$ cat src/rtl/aud_sport_pkg.sv
package aud_sport_pkg;

  // Framing codes; only 2'b11 selects the pulse-framed (DSP) format.
  localparam logic [1:0] FMT_LJ  = 2'b10;
  localparam logic [1:0] FMT_DSP = 2'b11;

  typedef struct packed {
    logic [1:0] fmt;
    logic       pol;    // DSP edge pairing
    logic       lead;   // DSP frame-pulse lead
  } port_cfg_t;

  localparam port_cfg_t CFG_RESET = '{fmt: FMT_LJ, pol: 1'b0, lead: 1'b0};

endpackage

$ cat src/rtl/aud_sport_sync.sv
module aud_sport_sync #(
  parameter int WIDTH  = 3,
  parameter int STAGES = 2
) (
  input  logic             clk,
  input  logic             rst,
  input  logic [WIDTH-1:0] d,
  output logic [WIDTH-1:0] q
);

  logic [STAGES-1:0][WIDTH-1:0] chain_q;

  always_ff @(posedge clk) begin
    if (rst) begin
      chain_q <= '0;
    end else begin
      chain_q[0] <= d;
      for (int i = 1; i < STAGES; i++) chain_q[i] <= chain_q[i-1];
    end
  end

  assign q = chain_q[STAGES-1];

endmodule

$ cat src/rtl/aud_sport_framer.sv
module aud_sport_framer import aud_sport_pkg::*; (
  input  logic      clk,
  input  logic      rst,
  input  logic      bick_s,
  input  logic      lrck_s,
  input  port_cfg_t cfg_in,
  input  logic      rx_done,
  output logic      launch,
  output logic      capture,
  output logic      frame_start,
  output logic      right_start,
  output logic      dsp_mode
);

  port_cfg_t cfg_q;
  logic bick_q, lr_prev_q, armed_q, idle_q;
  logic rise, fall, lr_edge, lr_changed;

  assign rise     = bick_s & ~bick_q;
  assign fall     = ~bick_s & bick_q;
  assign dsp_mode = (cfg_q.fmt == FMT_DSP);
  assign launch   = dsp_mode ? (cfg_q.pol ? fall : rise) : fall;
  assign capture  = dsp_mode ? (cfg_q.pol ? rise : fall) : rise;

  // Edge on which the frame clock is looked at.
  assign lr_edge    = dsp_mode ? (cfg_q.lead ? launch : capture) : launch;
  assign lr_changed = lr_edge && (lrck_s != lr_prev_q);

  assign frame_start = dsp_mode ? (launch && armed_q) : (lr_changed && lrck_s);
  assign right_start = !dsp_mode && lr_changed && !lrck_s;

  always_ff @(posedge clk) begin
    if (rst) begin
      cfg_q     <= CFG_RESET;
      bick_q    <= 1'b0;
      lr_prev_q <= 1'b0;
      armed_q   <= 1'b0;
      idle_q    <= 1'b1;
    end else begin
      bick_q <= bick_s;
      if (lr_edge) lr_prev_q <= lrck_s;

      if (!dsp_mode || frame_start) armed_q <= 1'b0;
      if (dsp_mode && lr_changed && lrck_s) armed_q <= 1'b1;

      if (frame_start)  idle_q <= 1'b0;
      else if (rx_done) idle_q <= 1'b1;

      if (idle_q && !frame_start) cfg_q <= cfg_in;
    end
  end


  cfg_hold_chk: assert property (@(posedge clk) disable iff (rst)
    !idle_q |=> $stable(cfg_q));

endmodule

$ cat src/rtl/aud_sport_tx.sv
module aud_sport_tx #(
  parameter int W = 16
) (
  input  logic         clk,
  input  logic         rst,
  input  logic         launch,
  input  logic         frame_start,
  input  logic         right_start,
  input  logic         dsp_mode,
  input  logic         sdo_dis,
  input  logic [W-1:0] tx_left,
  input  logic [W-1:0] tx_right,
  output logic         tx_taken,
  output logic         sdto
);

  localparam int CW = $clog2(2*W+1);
  localparam logic [CW-1:0] HALF = CW'(W);
  localparam logic [CW-1:0] FULL = CW'(2*W);

  logic [W-1:0]  sh_q, rhold_q;
  logic [CW-1:0] cnt_q;
  logic          bit_q, taken_q, sdto_q;

  always_ff @(posedge clk) begin
    if (rst) begin
      sh_q    <= '0;
      rhold_q <= '0;
      cnt_q   <= '0;
      bit_q   <= 1'b0;
      taken_q <= 1'b0;
      sdto_q  <= 1'b0;
    end else begin
      taken_q <= 1'b0;
      sdto_q  <= bit_q & ~sdo_dis;
      if (launch) begin
        if (frame_start) begin
          bit_q   <= tx_left[W-1];
          sh_q    <= {tx_left[W-2:0], 1'b0};
          rhold_q <= tx_right;
          cnt_q   <= CW'(1);
          taken_q <= 1'b1;
        end else if (right_start || (dsp_mode && cnt_q == HALF)) begin
          bit_q <= rhold_q[W-1];
          sh_q  <= {rhold_q[W-2:0], 1'b0};
          cnt_q <= HALF + CW'(1);
        end else if (cnt_q != '0 && cnt_q < FULL && cnt_q != HALF) begin
          bit_q <= sh_q[W-1];
          sh_q  <= {sh_q[W-2:0], 1'b0};
          cnt_q <= cnt_q + CW'(1);
        end else begin
          bit_q <= 1'b0;
        end
      end
    end
  end

  assign tx_taken = taken_q;
  assign sdto     = sdto_q;


  taken_on_launch_chk: assert property (@(posedge clk) disable iff (rst)
    tx_taken |-> $past(launch));

endmodule

$ cat src/rtl/aud_sport_rx.sv
module aud_sport_rx #(
  parameter int W = 16
) (
  input  logic         clk,
  input  logic         rst,
  input  logic         capture,
  input  logic         frame_start,
  input  logic         right_start,
  input  logic         dsp_mode,
  input  logic         sdti_s,
  output logic [W-1:0] rx_left,
  output logic [W-1:0] rx_right,
  output logic         rx_valid
);

  localparam int CW = $clog2(2*W+1);
  localparam logic [CW-1:0] HALF = CW'(W);
  localparam logic [CW-1:0] FULL = CW'(2*W);

  logic [2*W-1:0] sh_q, nxt;
  logic [CW-1:0]  cnt_q;
  logic           rgo_q, valid_q;
  logic [W-1:0]   left_q, right_q;

  assign nxt = {sh_q[2*W-2:0], sdti_s};

  always_ff @(posedge clk) begin
    if (rst) begin
      sh_q    <= '0;
      cnt_q   <= FULL;
      rgo_q   <= 1'b0;
      valid_q <= 1'b0;
      left_q  <= '0;
      right_q <= '0;
    end else begin
      valid_q <= 1'b0;
      if (frame_start) begin
        cnt_q <= '0;
        rgo_q <= 1'b0;
      end else if (right_start) begin
        if (cnt_q == HALF) rgo_q <= 1'b1;
        else               cnt_q <= FULL;
      end else if (capture && cnt_q < FULL &&
                   (dsp_mode || cnt_q != HALF || rgo_q)) begin
        sh_q  <= nxt;
        cnt_q <= cnt_q + CW'(1);
        if (cnt_q == FULL - CW'(1)) begin
          left_q  <= nxt[2*W-1:W];
          right_q <= nxt[W-1:0];
          valid_q <= 1'b1;
        end
      end
    end
  end

  assign rx_left  = left_q;
  assign rx_right = right_q;
  assign rx_valid = valid_q;


  valid_on_capture_chk: assert property (@(posedge clk) disable iff (rst)
    rx_valid |-> $past(capture));

endmodule

$ cat src/rtl/aud_serial_port.sv
module aud_serial_port import aud_sport_pkg::*; #(
  parameter int SAMPLE_W    = 16,
  parameter int SYNC_STAGES = 2
) (
  input  logic                clk,
  input  logic                rst,
  input  logic                bick,
  input  logic                lrck,
  input  logic                sdti,
  output logic                sdto,
  input  logic [1:0]          cfg_fmt,
  input  logic                cfg_edge_pol,
  input  logic                cfg_pulse_lead,
  input  logic                sdo_disable,
  input  logic [SAMPLE_W-1:0] tx_left,
  input  logic [SAMPLE_W-1:0] tx_right,
  output logic                tx_taken,
  output logic [SAMPLE_W-1:0] rx_left,
  output logic [SAMPLE_W-1:0] rx_right,
  output logic                rx_valid
);

  logic [2:0] ser_s;
  logic       launch, capture, frame_start, right_start, dsp_mode;
  port_cfg_t  cfg_in;

  assign cfg_in = '{fmt: cfg_fmt, pol: cfg_edge_pol, lead: cfg_pulse_lead};

  aud_sport_sync #(.WIDTH(3), .STAGES(SYNC_STAGES)) u_sync (
    .clk (clk),
    .rst (rst),
    .d   ({bick, lrck, sdti}),
    .q   (ser_s)
  );

  aud_sport_framer u_framer (
    .clk         (clk),
    .rst         (rst),
    .bick_s      (ser_s[2]),
    .lrck_s      (ser_s[1]),
    .cfg_in      (cfg_in),
    .rx_done     (rx_valid),
    .launch      (launch),
    .capture     (capture),
    .frame_start (frame_start),
    .right_start (right_start),
    .dsp_mode    (dsp_mode)
  );

  aud_sport_tx #(.W(SAMPLE_W)) u_tx (
    .clk         (clk),
    .rst         (rst),
    .launch      (launch),
    .frame_start (frame_start),
    .right_start (right_start),
    .dsp_mode    (dsp_mode),
    .sdo_dis     (sdo_disable),
    .tx_left     (tx_left),
    .tx_right    (tx_right),
    .tx_taken    (tx_taken),
    .sdto        (sdto)
  );

  aud_sport_rx #(.W(SAMPLE_W)) u_rx (
    .clk         (clk),
    .rst         (rst),
    .capture     (capture),
    .frame_start (frame_start),
    .right_start (right_start),
    .dsp_mode    (dsp_mode),
    .sdti_s      (ser_s[0]),
    .rx_left     (rx_left),
    .rx_right    (rx_right),
    .rx_valid    (rx_valid)
  );


  dis_low_chk: assert property (@(posedge clk) disable iff (rst)
    sdo_disable |=> !sdto);

endmodule

$ cat config.mk
export PLATFORM = sky130hd
export DESIGN_NAME = aud_serial_port
export DESIGN_NICKNAME = d
export VERILOG_FILES = /design/src/rtl/aud_sport_pkg.sv /design/src/rtl/aud_sport_sync.sv /design/src/rtl/aud_sport_framer.sv /design/src/rtl/aud_sport_tx.sv /design/src/rtl/aud_sport_rx.sv /design/src/rtl/aud_serial_port.sv
export SDC_FILE = /design/constraint.sdc
export NUM_CORES = 1
export LEC_CHECK = 0
export ABC_AREA = 1
export BUFFER_PORTS_ARGS = -buffer_cell sky130_fd_sc_hd__buf_4
export CORE_ASPECT_RATIO = 0.6
export CORE_UTILIZATION = 40
export CTS_BUF_LIST = sky130_fd_sc_hd__clkbuf_8
export DETAILED_ROUTE_END_ITERATION = 8
export SYNTH_ARGS = -nofsm -noshare
export SYNTH_HDL_FRONTEND = slang
export SYNTH_SLANG_ARGS = --single-unit
$ cat constraint.sdc
create_clock -name clk -period 3.8 [get_ports clk]
set_clock_uncertainty 0.05 [all_clocks]
set_input_delay 0 -clock clk [delete_from_list [all_inputs] [get_ports clk]]
set_output_delay 0 -clock clk [all_outputs]
set_load 0.02 [all_outputs]
After elaboration in Yosys (flattened, before gate mapping)
Cells that the tools add are included.
- input port bits: 42
- word-level logic and storage cells: 107
- register bits: 126
- output and inout bits: 35
- muxes and demuxes: 26
- reduce and logical (&&, ||, !) cells: 36
- bitwise operators: 10
- order comparisons: 2
- eq/ne operators: 9
- add/sub/neg operators: 2
- operator list (kind ; number):
    $mux W16 ; 3
    $mux W6 ; 7
    $eq A6 B5 Y1 const B ; 3
    $mux W1 ; 16
    $logic_and A1 B1 Y1 ; 13
    $add A6 B1 Y6 const B ; 2
    $lt A6 B6 Y1 const B ; 2
    $ne A6 B5 Y1 const B ; 2
    $reduce_and A2 Y1 ; 5
    $not A1 Y1 ; 7
    $reduce_bool A2 Y1 ; 3
    $reduce_bool A3 Y1 ; 2
    $reduce_bool A6 Y1 ; 1
    $logic_or A1 B1 Y1 ; 4
    $reduce_and A4 Y1 ; 1
    $reduce_or A2 Y1 ; 2
    $reduce_or A4 Y1 ; 1
    $and A1 B1 Y1 ; 3
    $logic_not A1 Y1 ; 3
    $ne A3 B3 Y1 const B ; 1
    $reduce_and A3 Y1 ; 1
    $eq A2 B2 Y1 const B ; 1
    $ne A2 B2 Y1 const B ; 1
    $ne A1 B1 Y1 ; 1

Logic depth before layout (Yosys ltp)
Gate-level depths: netlist of the first run.
- depth after elaboration: 12
- gate-level depth with buffers: 13
- gate-level depth less buffers: 12

Cells and area by module
A second synthesis of the first run with hierarchy kept.
- cell total of the unflattened synthesis: 804
- area, all modules: 5729.2 um^2
- modules (own cells, without submodules) (module ; area each (um^2) ; instances ; sequential area each (um^2) ; cells an instance):
    aud_sport_rx ; 2854.0 ; 1 ; 1421.4 ; 357
    aud_sport_tx ; 2212.1 ; 1 ; 800.8 ; 352
    aud_sport_framer ; 475.5 ; 1 ; 160.2 ; 74
    aud_sport_sync ; 187.7 ; 1 ; 120.1 ; 21

Least setup slack after synthesis of the first run
OpenSTA, ideal clock, no wires.
- path type: reg2reg
- from: register u_tx.cnt_q[0]
- to: register u_tx.cnt_q[5]
- library setup time: 0.113 ns
- period minus slack after synthesis: 1.586 ns
- stages on the path, launching flop included: 14
- setup slack: 2.214 ns
- required time: 3.637 ns
- path buffers: 1
- arrival: 1.424 ns
- path through: dfxtp_1 -> inv_1 -> ha_1 -> nand3_1 -> inv_2 -> nand2_4 -> nand2_4 -> nor2_2 -> nand2_4 -> nand2_4 -> buf_6 -> nand2_1 -> nand2_1 -> nor2_1
- word-level cells in the longest chain between the ends: 5
- elaborated cells on any way between the ends: 14
- classes of those cells: add/sub (1); order compare (1); eq/ne (2); mux (3); reduce/logical (7)
- RTL lines (item ; RTL line ; source):
    start: declaration ; aud_sport_tx.sv:22 ; logic [CW-1:0] cnt_q;
    start signal: assignment ; aud_sport_tx.sv:46 ; cnt_q <= HALF + CW'(1);
    start signal: assignment ; aud_sport_tx.sv:50 ; cnt_q <= cnt_q + CW'(1);
    $lt A6 B6 Y1, or another cell as far along ; aud_sport_tx.sv:47 ; end else if (cnt_q != '0 && cnt_q < FULL && cnt_q != HALF) begin
    $logic_and A1 B1 Y1 (on tied branches) ; aud_sport_tx.sv:47, aud_sport_tx.sv:43 ;
    $logic_and A1 B1 Y1 or $logic_or A1 B1 Y1 (tied branches) ; aud_sport_tx.sv:47, aud_sport_tx.sv:43 ;
    $reduce_bool A3 Y1 (no source line) or $mux W6 (tied branches) ; n/a ;
    $reduce_and A2 Y1 (no source line) or $mux W6 (tied branches) ; n/a ;
Parallel ways exist; a longest one is shown, timed or not. The select of a mux whose other input is x is not followed.
A chain may end at the register's enable or synchronous reset.

Worst setup path after layout of the first run
- from: register u_rx.cnt_q[0]
- to: register u_rx.right_q[12], in the netlist u_rx.rx_right[12]
- word-level cells in the longest chain between the ends: 5
- elaborated cells on any way between the ends: 8
- classes of those cells: order compare (1); eq/ne (2); reduce/logical (5)
- RTL lines (item ; RTL line ; source):
    start: declaration ; aud_sport_rx.sv:21 ; logic [CW-1:0] cnt_q;
    start signal: assignment ; aud_sport_rx.sv:46 ; cnt_q <= cnt_q + CW'(1);
    branches (longest 4 deep; another with $lt A6 B6 Y1) ; n/a ;
    $reduce_and A4 Y1 (no source line) * ; n/a ;
    end signal: assignment ; aud_sport_rx.sv:49 ; right_q <= nxt[W-1:0];
    end: declaration ; aud_sport_rx.sv:23 ; logic [W-1:0] left_q, right_q;
Mark *: on every way between the ends.

==> results of run 1 <==
## routing by layer
| metal | part of all wire | vias up | wire length (µm) |
|---|---|---|---|
| li1 | - | 2538 | - |
| met1 | 0.53 | 2186 | 6740 |
| met4 | 0.0078 | 0 | 99 |
| met3 | 0.049 | 11 | 619 |
| met2 | 0.41 | 115 | 5250 |
| met5 | 0 | - | 0 |
## per-stage QoR
| stage | hold slack, ps | area [µm²] | setup slack (ps) |
|---|---|---|---|
| 6_report | 220 | 6760 | 1190 |
| 5_1_grt | 219 | 6760 | 909 |
| 4_1_cts | 200 | 6760 | 1200 |
| 3_5_place_dp | 109 | 5890 | 1200 |
| 3_3_place_gp | 110 | 5890 | 1360 |
| 2_1_floorplan | 22.0 | 5370 | 2210 |
## timing repair
| item | CTS | global route |
|---|---|---|
| hold buffers | 44 | 0 |
| buffers inserted | 0 | 0 |
| hold endpoints to repair | 52 | 0 |
## critical path: cells and delay by family (launching register included)
| kind | cells | cell delay (ps) |
|---|---|---|
| AO/OA/AOI/OAI | 1 | 130 |
| AND/OR/NAND/NOR | 6 | 1100 |
| flip-flops | 1 | 350 |
| adder cells (fa/ha/maj) | 1 | 140 |
| buffers and inverters | 3 | 750 |
## cell usage after synthesis
master	n
sky130_fd_sc_hd__o31ai_1	1
sky130_fd_sc_hd__a21oi_1	41
sky130_fd_sc_hd__buf_2	8
sky130_fd_sc_hd__xnor2_1	2
sky130_fd_sc_hd__nor2_1	126
sky130_fd_sc_hd__clkbuf_1	11
sky130_fd_sc_hd__inv_1	68
sky130_fd_sc_hd__xor2_1	3
sky130_fd_sc_hd__nand2_2	4
sky130_fd_sc_hd__nand3_2	1
sky130_fd_sc_hd__ha_1	4
sky130_fd_sc_hd__buf_1	3
sky130_fd_sc_hd__nand4_1	4
sky130_fd_sc_hd__buf_6	13
sky130_fd_sc_hd__nor2_4	4
sky130_fd_sc_hd__inv_2	5
sky130_fd_sc_hd__and2_1	1
sky130_fd_sc_hd__nand2_4	6
sky130_fd_sc_hd__o21ai_1	21
sky130_fd_sc_hd__nand4_2	1
sky130_fd_sc_hd__nor3_1	2
sky130_fd_sc_hd__o21ai_0	58
sky130_fd_sc_hd__inv_4	1
sky130_fd_sc_hd__buf_4	6
sky130_fd_sc_hd__a21oi_2	1
sky130_fd_sc_hd__nand2_1	164
sky130_fd_sc_hd__dfxtp_1	125
sky130_fd_sc_hd__nor2_2	2
sky130_fd_sc_hd__nand3_1	56
sky130_fd_sc_hd__or2_2	1
## layout by cell type (no fill, tap or decap), types with 6 or more instances in the layout
cell type                       synthesis  final
sky130_fd_sc_hd__dfxtp_1              125    125
sky130_fd_sc_hd__nand3_1               56     56
sky130_fd_sc_hd__inv_1                 68     69
sky130_fd_sc_hd__nand2_4                6      6
sky130_fd_sc_hd__dlygate4sd3_1          0     44
sky130_fd_sc_hd__clkbuf_8               0     17
sky130_fd_sc_hd__nor2_1               126    126
sky130_fd_sc_hd__buf_4                  6     79
sky130_fd_sc_hd__o21ai_1               21     21
sky130_fd_sc_hd__a21oi_1               41     41
sky130_fd_sc_hd__nand2_1              164    164
sky130_fd_sc_hd__o21ai_0               58     58
sky130_fd_sc_hd__inv_2                  5      6
## cells by family after synthesis
logic type,Yosys count,share of synthesized area
DFF,125,0.466
and+or+nand+nor,372,0.296
buffers and inverters,115,0.105
AOI/OAI and AO/OA,122,0.115
xor gates and xnor gates,5,0.00816
adders and majority gates,4,0.00933
## registers in the layout, summed over array words and instances (netlist names), 3 cells and up
name            flops
u_sync.q            3
u_rx.sh_q          31
u_tx.sh_q          15
u_sync.chain_q      3
u_rx.rx_left       16
u_tx.rhold_q       16
u_rx.cnt_q          6
u_rx.rx_right      16
u_framer.cfg_q      4
u_tx.cnt_q          6
## area by class of cell
cell class / count / area share
multi-input combinational: 503 / 0.340
tap: 170 / 0.0315
timing repair buffer: 123 / 0.153
clock inverter: 15 / 0.0294
clock buffer: 17 / 0.0346
inverter: 74 / 0.0415
sequential: 125 / 0.370
## power groups by stage
stage               Sequential, W  Clock, W  Combinational, W
finish                    0.00133   0.00126          0.000160
global route              0.00134   0.00135          0.000179
CTS                       0.00133   0.00129          0.000159
detailed placement        0.00136         0          0.000123
global placement          0.00136         0          0.000121
floorplan                 0.00136         0         0.0000777
## worst min-delay path by stage
| stage | end | slack, ps | cells after the start | start |
|---|---|---|---|---|
| 2_1_floorplan | u_tx.sdto | 20 | 1 | sdo_disable |
| 3_3_place_gp | u_tx.sdto | 110 | 2 | sdo_disable |
| 3_5_place_dp | u_tx.sdto | 110 | 2 | sdo_disable |
| 4_1_cts | u_tx.sdto | 200 | 3 | sdo_disable |
| 5_1_grt | u_tx.sdto | 220 | 3 | sdo_disable |
| 6_report | u_tx.sdto | 220 | 3 | sdo_disable |
==> flow_summary.rst, run 1 <==
.. list-table::
   :header-rows: 1

   * - Metric
     - Value
   * - Outcome
     - completed
   * - Post-Syn Instances
     - 743
   * - Share of the synthesized area in the top cell type
     - 0.466
   * - Top cell type by total area after synthesis
     - sky130_fd_sc_hd__dfxtp_1
   * - # Max-Cap Violations
     - 0
   * - Register-to-Register Path Depth
     - 11
   * - Sequential fraction of design power
     - 0.484
   * - Worst min path class
     - input pin to flop
   * - Minimum clock period after layout
     - 2610 ps
   * - Warnings from Yosys
     - 0
   * - Number of iterations in the first detailed-routing pass
     - 7
   * - Area of the mapped netlist
     - about 5400 µm²
   * - Final Setup Violations
     - 0
   * - Area taken by multi-input logic gates
     - 2300 µm²
   * - Sequential area share after synthesis
     - 0.466
   * - Cell internal pwr
     - 0.00212 W
   * - GRT Max-Usage Layer
     - met2
   * - CP Launch Point
     - u_rx.cnt_q[0]
   * - Number of filler cells placed in the layout
     - between 1000 and 1500
   * - Met1 global-route usage
     - 0.274
   * - Reg2Reg Capture Point
     - u_rx.rx_right[12]
   * - Unrepaired setup endpoints after global routing
     - false
   * - Number of nets in the layout
     - 890
   * - Worst R2R Setup Slack
     - 1190 ps
   * - Share of total power in the clock network
     - 0.458
   * - DRC violations left
     - 0
   * - Effective utilization at floorplan
     - 0.414
   * - Total number of H-tree levels
     - 4
   * - Floorplan die height
     - 91.7 µm
   * - Critical path startpoint category
     - flop
   * - Upper clock frequency limit
     - 383 MHz
   * - Global-route wire length before repair
     - 21.1 mm
   * - Sequential cell area
     - 2500 µm²
   * - Width of the die
     - 152 µm
   * - Total power density per cell area
     - 408 nW/µm²
   * - Arrival time at the worst endpoint
     - 2900 ps
   * - Synth Register Bits
     - 125
   * - Register clock-pin slew on the reported worst setup and hold paths
     - 70 ps
   * - CP cell instances
     - inv_1 > ha_1 > nand2_1 > nor2_1 > nand2_1 > nand2_2 > buf_4 > inv_2 > nand2_2 > nand3_1 > o21ai_1
   * - Post-synth cell types
     - 30
   * - Via count of the first global-routing pass
     - 4540
   * - CP endpoint
     - u_rx.rx_right[12]
   * - Via count
     - 4850
   * - Buffers on Ports
     - 76
   * - Setup total negative slack
     - 0 ps
   * - Headroom to the max-slew limit
     - 0.450
   * - Relative contribution of combinational cells to total power
     - 0.058
   * - # rows
     - 32
   * - Fin util
     - 0.521
   * - Synthesized area per cell
     - around 7.2 µm²
   * - Cell with the biggest individual delay on the critical path
     - sky130_fd_sc_hd__nand2_2
   * - Number of design-rule violations left by the first detailed-router iteration
     - 243
   * - Die Outline Area
     - 13900 µm²
   * - RD Place Congestion
     - 0.734
   * - Total chip power
     - 0.00276 W
   * - Peak per-stage delay on the critical path
     - 550 ps
   * - Fin crit share
     - 0.687
   * - Kind of capture point of the worst setup path
     - flop
   * - Average wire per cell in the routed design
     - roughly 12 µm
   * - Clock latency on the worst-skew pair
     - approximately 430 ps
   * - Detailed-placement wirelength estimate
     - between 7 and 8 mm
   * - Total length of routed wires
     - 12.7 mm
   * - Dominant cells by area after synthesis
     - sky130_fd_sc_hd__dfxtp_1 (47%), sky130_fd_sc_hd__nand2_1 (11%), sky130_fd_sc_hd__nor2_1 (8.8%), sky130_fd_sc_hd__o21ai_0 (5.4%), sky130_fd_sc_hd__nand3_1 (5.2%)
   * - Measured slew at the worst slew-check pin
     - 824 ps
   * - Maximum clock path buffer count
     - 2
   * - Share of post-route cells with drive strength above 1
     - 0.159
   * - Critical Path RT
     - 4090 ps
   * - CTS tree
     - built
   * - Pins Over Slew Limit
     - 0
   * - GRT met3 Usage
     - 0.0403
   * - Final Hold Violating Endpoints
     - 0
   * - Standard cell core area
     - 13000 µm²
   * - Top-Level Pins
     - 77
   * - TritonCTS Sinks
     - 125
   * - Number of cells in the finished layout apart from fillers
     - about 1000
   * - Global-route total usage across every layer
     - 0.191
   * - Remaining global-route overflow
     - 0
   * - Worst vdd rail ir drop
     - between 150 and 200 µV
   * - Remaining antenna violation count
     - 0
   * - Number of placed instances with taps included
     - between 900 and 1000
   * - Pin count of the biggest net entering global routing
     - 65
   * - Antenna diode count
     - 0
   * - Proportion of total power due to net switching
     - 0.231
   * - Number of cells upsized or downsized after cts
     - 0
   * - Switching power of the nets
     - 0.000638 W
   * - Routed vias/inst
     - ~4.7
   * - Layout area overhead
     - 26.0%
   * - Reg-to-reg critical path startpoint
     - u_rx.cnt_q[0]
   * - Met2 layer usage reported by global route
     - 0.282
   * - Initial antenna violation count
     - 0
   * - Clock buffer count from CTS
     - 17
   * - Leakage power total
     - 3.11 nW
   * - Synth Net Count
     - 789
   * - Crit-path max FO
     - 56
   * - Category of the most critical setup path
     - flop to flop
   * - Clock Root Buffer
     - sky130_fd_sc_hd__clkbuf_8
Note: power is estimated with default switching activity, not from simulation.
==> run 2, diff against run 1 <==
clock period = 2.2 ns   (was 3.8 ns; I/O delays follow)
==> run 2 against run 1 <==
Against the previous run:
- clock power rose by 59%
- power rose by 66%
- sequential power rose by 74%
- die area did not move
- final area rose by 0.70%
- global-route usage rose by 0.40 points
- flip-flop and latch count did not move
- final cell count rose by 0.88%
- register-to-register slack got worse by 840 ps
==> flow_summary.rst, run 2 (synthesis results as in run 1) <==
.. list-table::
   :header-rows: 1

   * - Metric
     - Value
   * - Layout area overhead
     - 26.9%
   * - Global-route total usage across every layer
     - 0.195 (+0.00396)
   * - Width of the die
     - 152 µm (unchanged)
   * - Cell internal pwr
     - 0.00358 W (+69%)
   * - Worst vdd rail ir drop
     - 439 µV (+160%)
   * - Hold-fix buffer count after cts
     - 44 (unchanged)
   * - # Max-Cap Violations
     - 0 (unchanged)
   * - Effective utilization at floorplan
     - 0.414 (unchanged)
   * - Setup total negative slack
     - 0 ps (unchanged)
   * - Detailed-placement wirelength estimate
     - 8.16 mm (+3.4%)
   * - Share of total power in the clock network
     - 0.436 (-0.022)
   * - # rows
     - 32 (unchanged)
   * - Share of post-route cells with drive strength above 1
     - 0.164 (+0.00528)
   * - Proportion of total power due to net switching
     - 0.219 (-0.0126)
   * - RD Place Congestion
     - 0.780 (+6.3%)
   * - Die Outline Area
     - 13900 µm² (unchanged)
   * - Maximum clock path buffer count
     - 2 (unchanged)
   * - Kind of capture point of the worst setup path
     - flop
   * - Clock buffer count from CTS
     - 17 (unchanged)
   * - Leakage power total
     - 3.16 nW (+1.8%)
   * - Clock latency on the worst-skew pair
     - 420 ps (about the same)
   * - Unrepaired setup endpoints after global routing
     - false
   * - Critical path's most frequent cell
     - sky130_fd_sc_hd__nand2_4
   * - Upper clock frequency limit
     - 542 MHz (+41%)
   * - Remaining global-route overflow
     - 0 (unchanged)
   * - Category of the most critical setup path
     - flop to flop
   * - Routed vias/inst
     - 4.68 (-0.99%)
   * - Commonest non-fill, non-tap cell in the layout
     - sky130_fd_sc_hd__nand2_1
   * - Peak per-stage delay on the critical path
     - 350 ps (-200 ps)
   * - Remaining antenna violation count
     - 0 (unchanged)
   * - Global-route wire length before repair
     - 21.4 mm (+1.6%)
   * - Antenna diode count
     - 0 (unchanged)
   * - Minimum clock period after layout
     - 1840 ps (-764 ps)
   * - DRC violations left
     - 0 (unchanged)
   * - Total length of routed wires
     - 12.6 mm (-0.50%)
   * - Sequential fraction of design power
     - 0.503 (+0.019)
   * - Fin crit share
     - 0.838 (+0.152)
   * - Number of design-rule violations left by the first detailed-router iteration
     - 266 (+9.5%)
   * - Measured slew at the worst slew-check pin
     - 495 ps (-329 ps)
   * - Final Setup Violations
     - 0 (unchanged)
   * - Fin util
     - 0.525 (+0.00367)
   * - Standard cell core area
     - 13000 µm² (unchanged)
   * - Critical path startpoint category
     - flop
   * - Register clock-pin slew on the reported worst setup and hold paths
     - 70 ps (about the same)
   * - CP cell instances
     - inv_1 > ha_1 > nand3_1 > inv_2 > nand2_4 > nand2_4 > nor2_2 > nand2_4 > nand2_4 > nand2_1 > nand2_1 > nor2_1
   * - Headroom to the max-slew limit
     - 0.670 (+0.221)
   * - Crit-path max FO
     - 40 (-29%)
   * - Arrival time at the worst endpoint
     - 2100 ps (-800 ps)
   * - Setup bufs post-CTS
     - 0 (unchanged)
   * - Floorplan die height
     - 91.7 µm (unchanged)
   * - Number of cells upsized or downsized after cts
     - 0 (unchanged)
   * - Register with the most flip-flops
     - u_rx.sh_q
   * - Most used cells in the layout excluding fill and tap cells
     - sky130_fd_sc_hd__nand2_1 (164), sky130_fd_sc_hd__nor2_1 (126), sky130_fd_sc_hd__dfxtp_1 (125)
   * - TritonCTS Sinks
     - 125 (unchanged)
   * - Clock Root Buffer
     - sky130_fd_sc_hd__clkbuf_8
   * - Number of flip-flops in the largest register
     - 31 (unchanged)
   * - Switching power of the nets
     - 0.00100 W (+57%)
   * - Total power density per cell area
     - 673 nW/µm² (+65%)
   * - Average wire per cell in the routed design
     - 12.2 µm (-1.4%)
   * - Via count
     - 4844 (-0.12%)
   * - Total number of H-tree levels
     - 4 (unchanged)
   * - Buffers on Ports
     - 76 (unchanged)
   * - Cell with the biggest individual delay on the critical path
     - sky130_fd_sc_hd__dfxtp_1
   * - Critical Path RT
     - 2460 ps (-1630 ps)
   * - Final Hold Violating Endpoints
     - 0 (unchanged)
   * - Pin count of the biggest net entering global routing
     - 57 (-12%)
   * - Number of iterations in the first detailed-routing pass
     - 5 (-2)
   * - Top-Level Pins
     - 77 (unchanged)
   * - CTS tree
     - built
   * - Worst min path class
     - input pin to flop
   * - Relative contribution of combinational cells to total power
     - 0.061 (+0.003)
   * - Initial antenna violation count
     - 0 (unchanged)
   * - Via count of the first global-routing pass
     - 4565 (+0.55%)
   * - Outcome
     - completed
   * - Number of nets in the layout
     - 900 (+1.1%)
   * - Pins Over Slew Limit
     - 0 (unchanged)
==> run 2: cell types whose count changed in the layout (fill, tap and decap cells not counted), sizes merged <==
cell and change:
clkbuf +2, buf +10, inv +2, clkinvlp -2, clkinv -2, bufinv -1
==> run 2: layout make-up <==
| cell class | instances | area, µm² |
|---|---|---|
| Clock buffer | 19 | 262 |
| Clock inverter | 12 | 131 |
| Fill cell | 1285 | 6160 |
| Inverter | 74 | 280 |
| Multi-Input combinational cell | 503 | 2300 |
| Sequential cell | 125 | 2500 |
| Tap cell | 170 | 213 |
| Timing Repair Buffer | 133 | 1120 |
==> run 2: through the flow <==
step | hold slack (ps) | cell area (µm²) | total power, W | setup slack (ps) | instances
global route | 247 | 6810 | 0.00478 | 168 | 1036
finish | 232 | 6810 | 0.00458 | 356 | 1036
CTS | 206 | 6810 | 0.00465 | 370 | 1036
global placement | 109 | 5980 | 0.00257 | 445 | 961
detailed placement | 112 | 5980 | 0.00257 | 374 | 961
floorplan | 22.0 | 5370 | 0.00249 | 614 | 743
==> run 2: worst paths after layout <==
kind / to / start / slack [ps] / cells after the start
hold reg to reg: u_sync.q[1] / u_sync.chain_q[1] / 370 / 2
hold / removal: u_tx.sdto / sdo_disable / 230 / 3
setup / recovery: u_tx.sh_q[11] / u_tx.cnt_q[0] / 360 / 12
setup reg to reg: u_tx.sh_q[11] / u_tx.cnt_q[0] / 360 / 12
==> run 2: power groups by stage <==
stage	sequential (W)	combinational (W)	clock, W
2_1_floorplan	0.00235	0.000134	0
3_3_place_gp	0.00236	0.000211	0
3_5_place_dp	0.00236	0.000214	0
4_1_cts	0.00231	0.000277	0.00207
5_1_grt	0.00231	0.000310	0.00216
6_report	0.00231	0.000278	0.00200
==> run 2: worst max-delay path: cells and delay by family (launching register included) <==
kind	cells	cell delay (ps)
flip-flops	1	350
AND/OR/NAND/NOR	9	990
adder cells (fa/ha/maj)	1	190
buffers and inverters	2	150
==> run 2: metal layers <==
layer  up-vias  part of all wire  wire [µm]  track usage
met3        12             0.047        592       0.0428
met5         -                 0          0            0
li1       2553                 -          -            -
met4         0             0.011        134       0.0652
met2       119              0.41       5170        0.275
met1      2160              0.53       6740        0.289
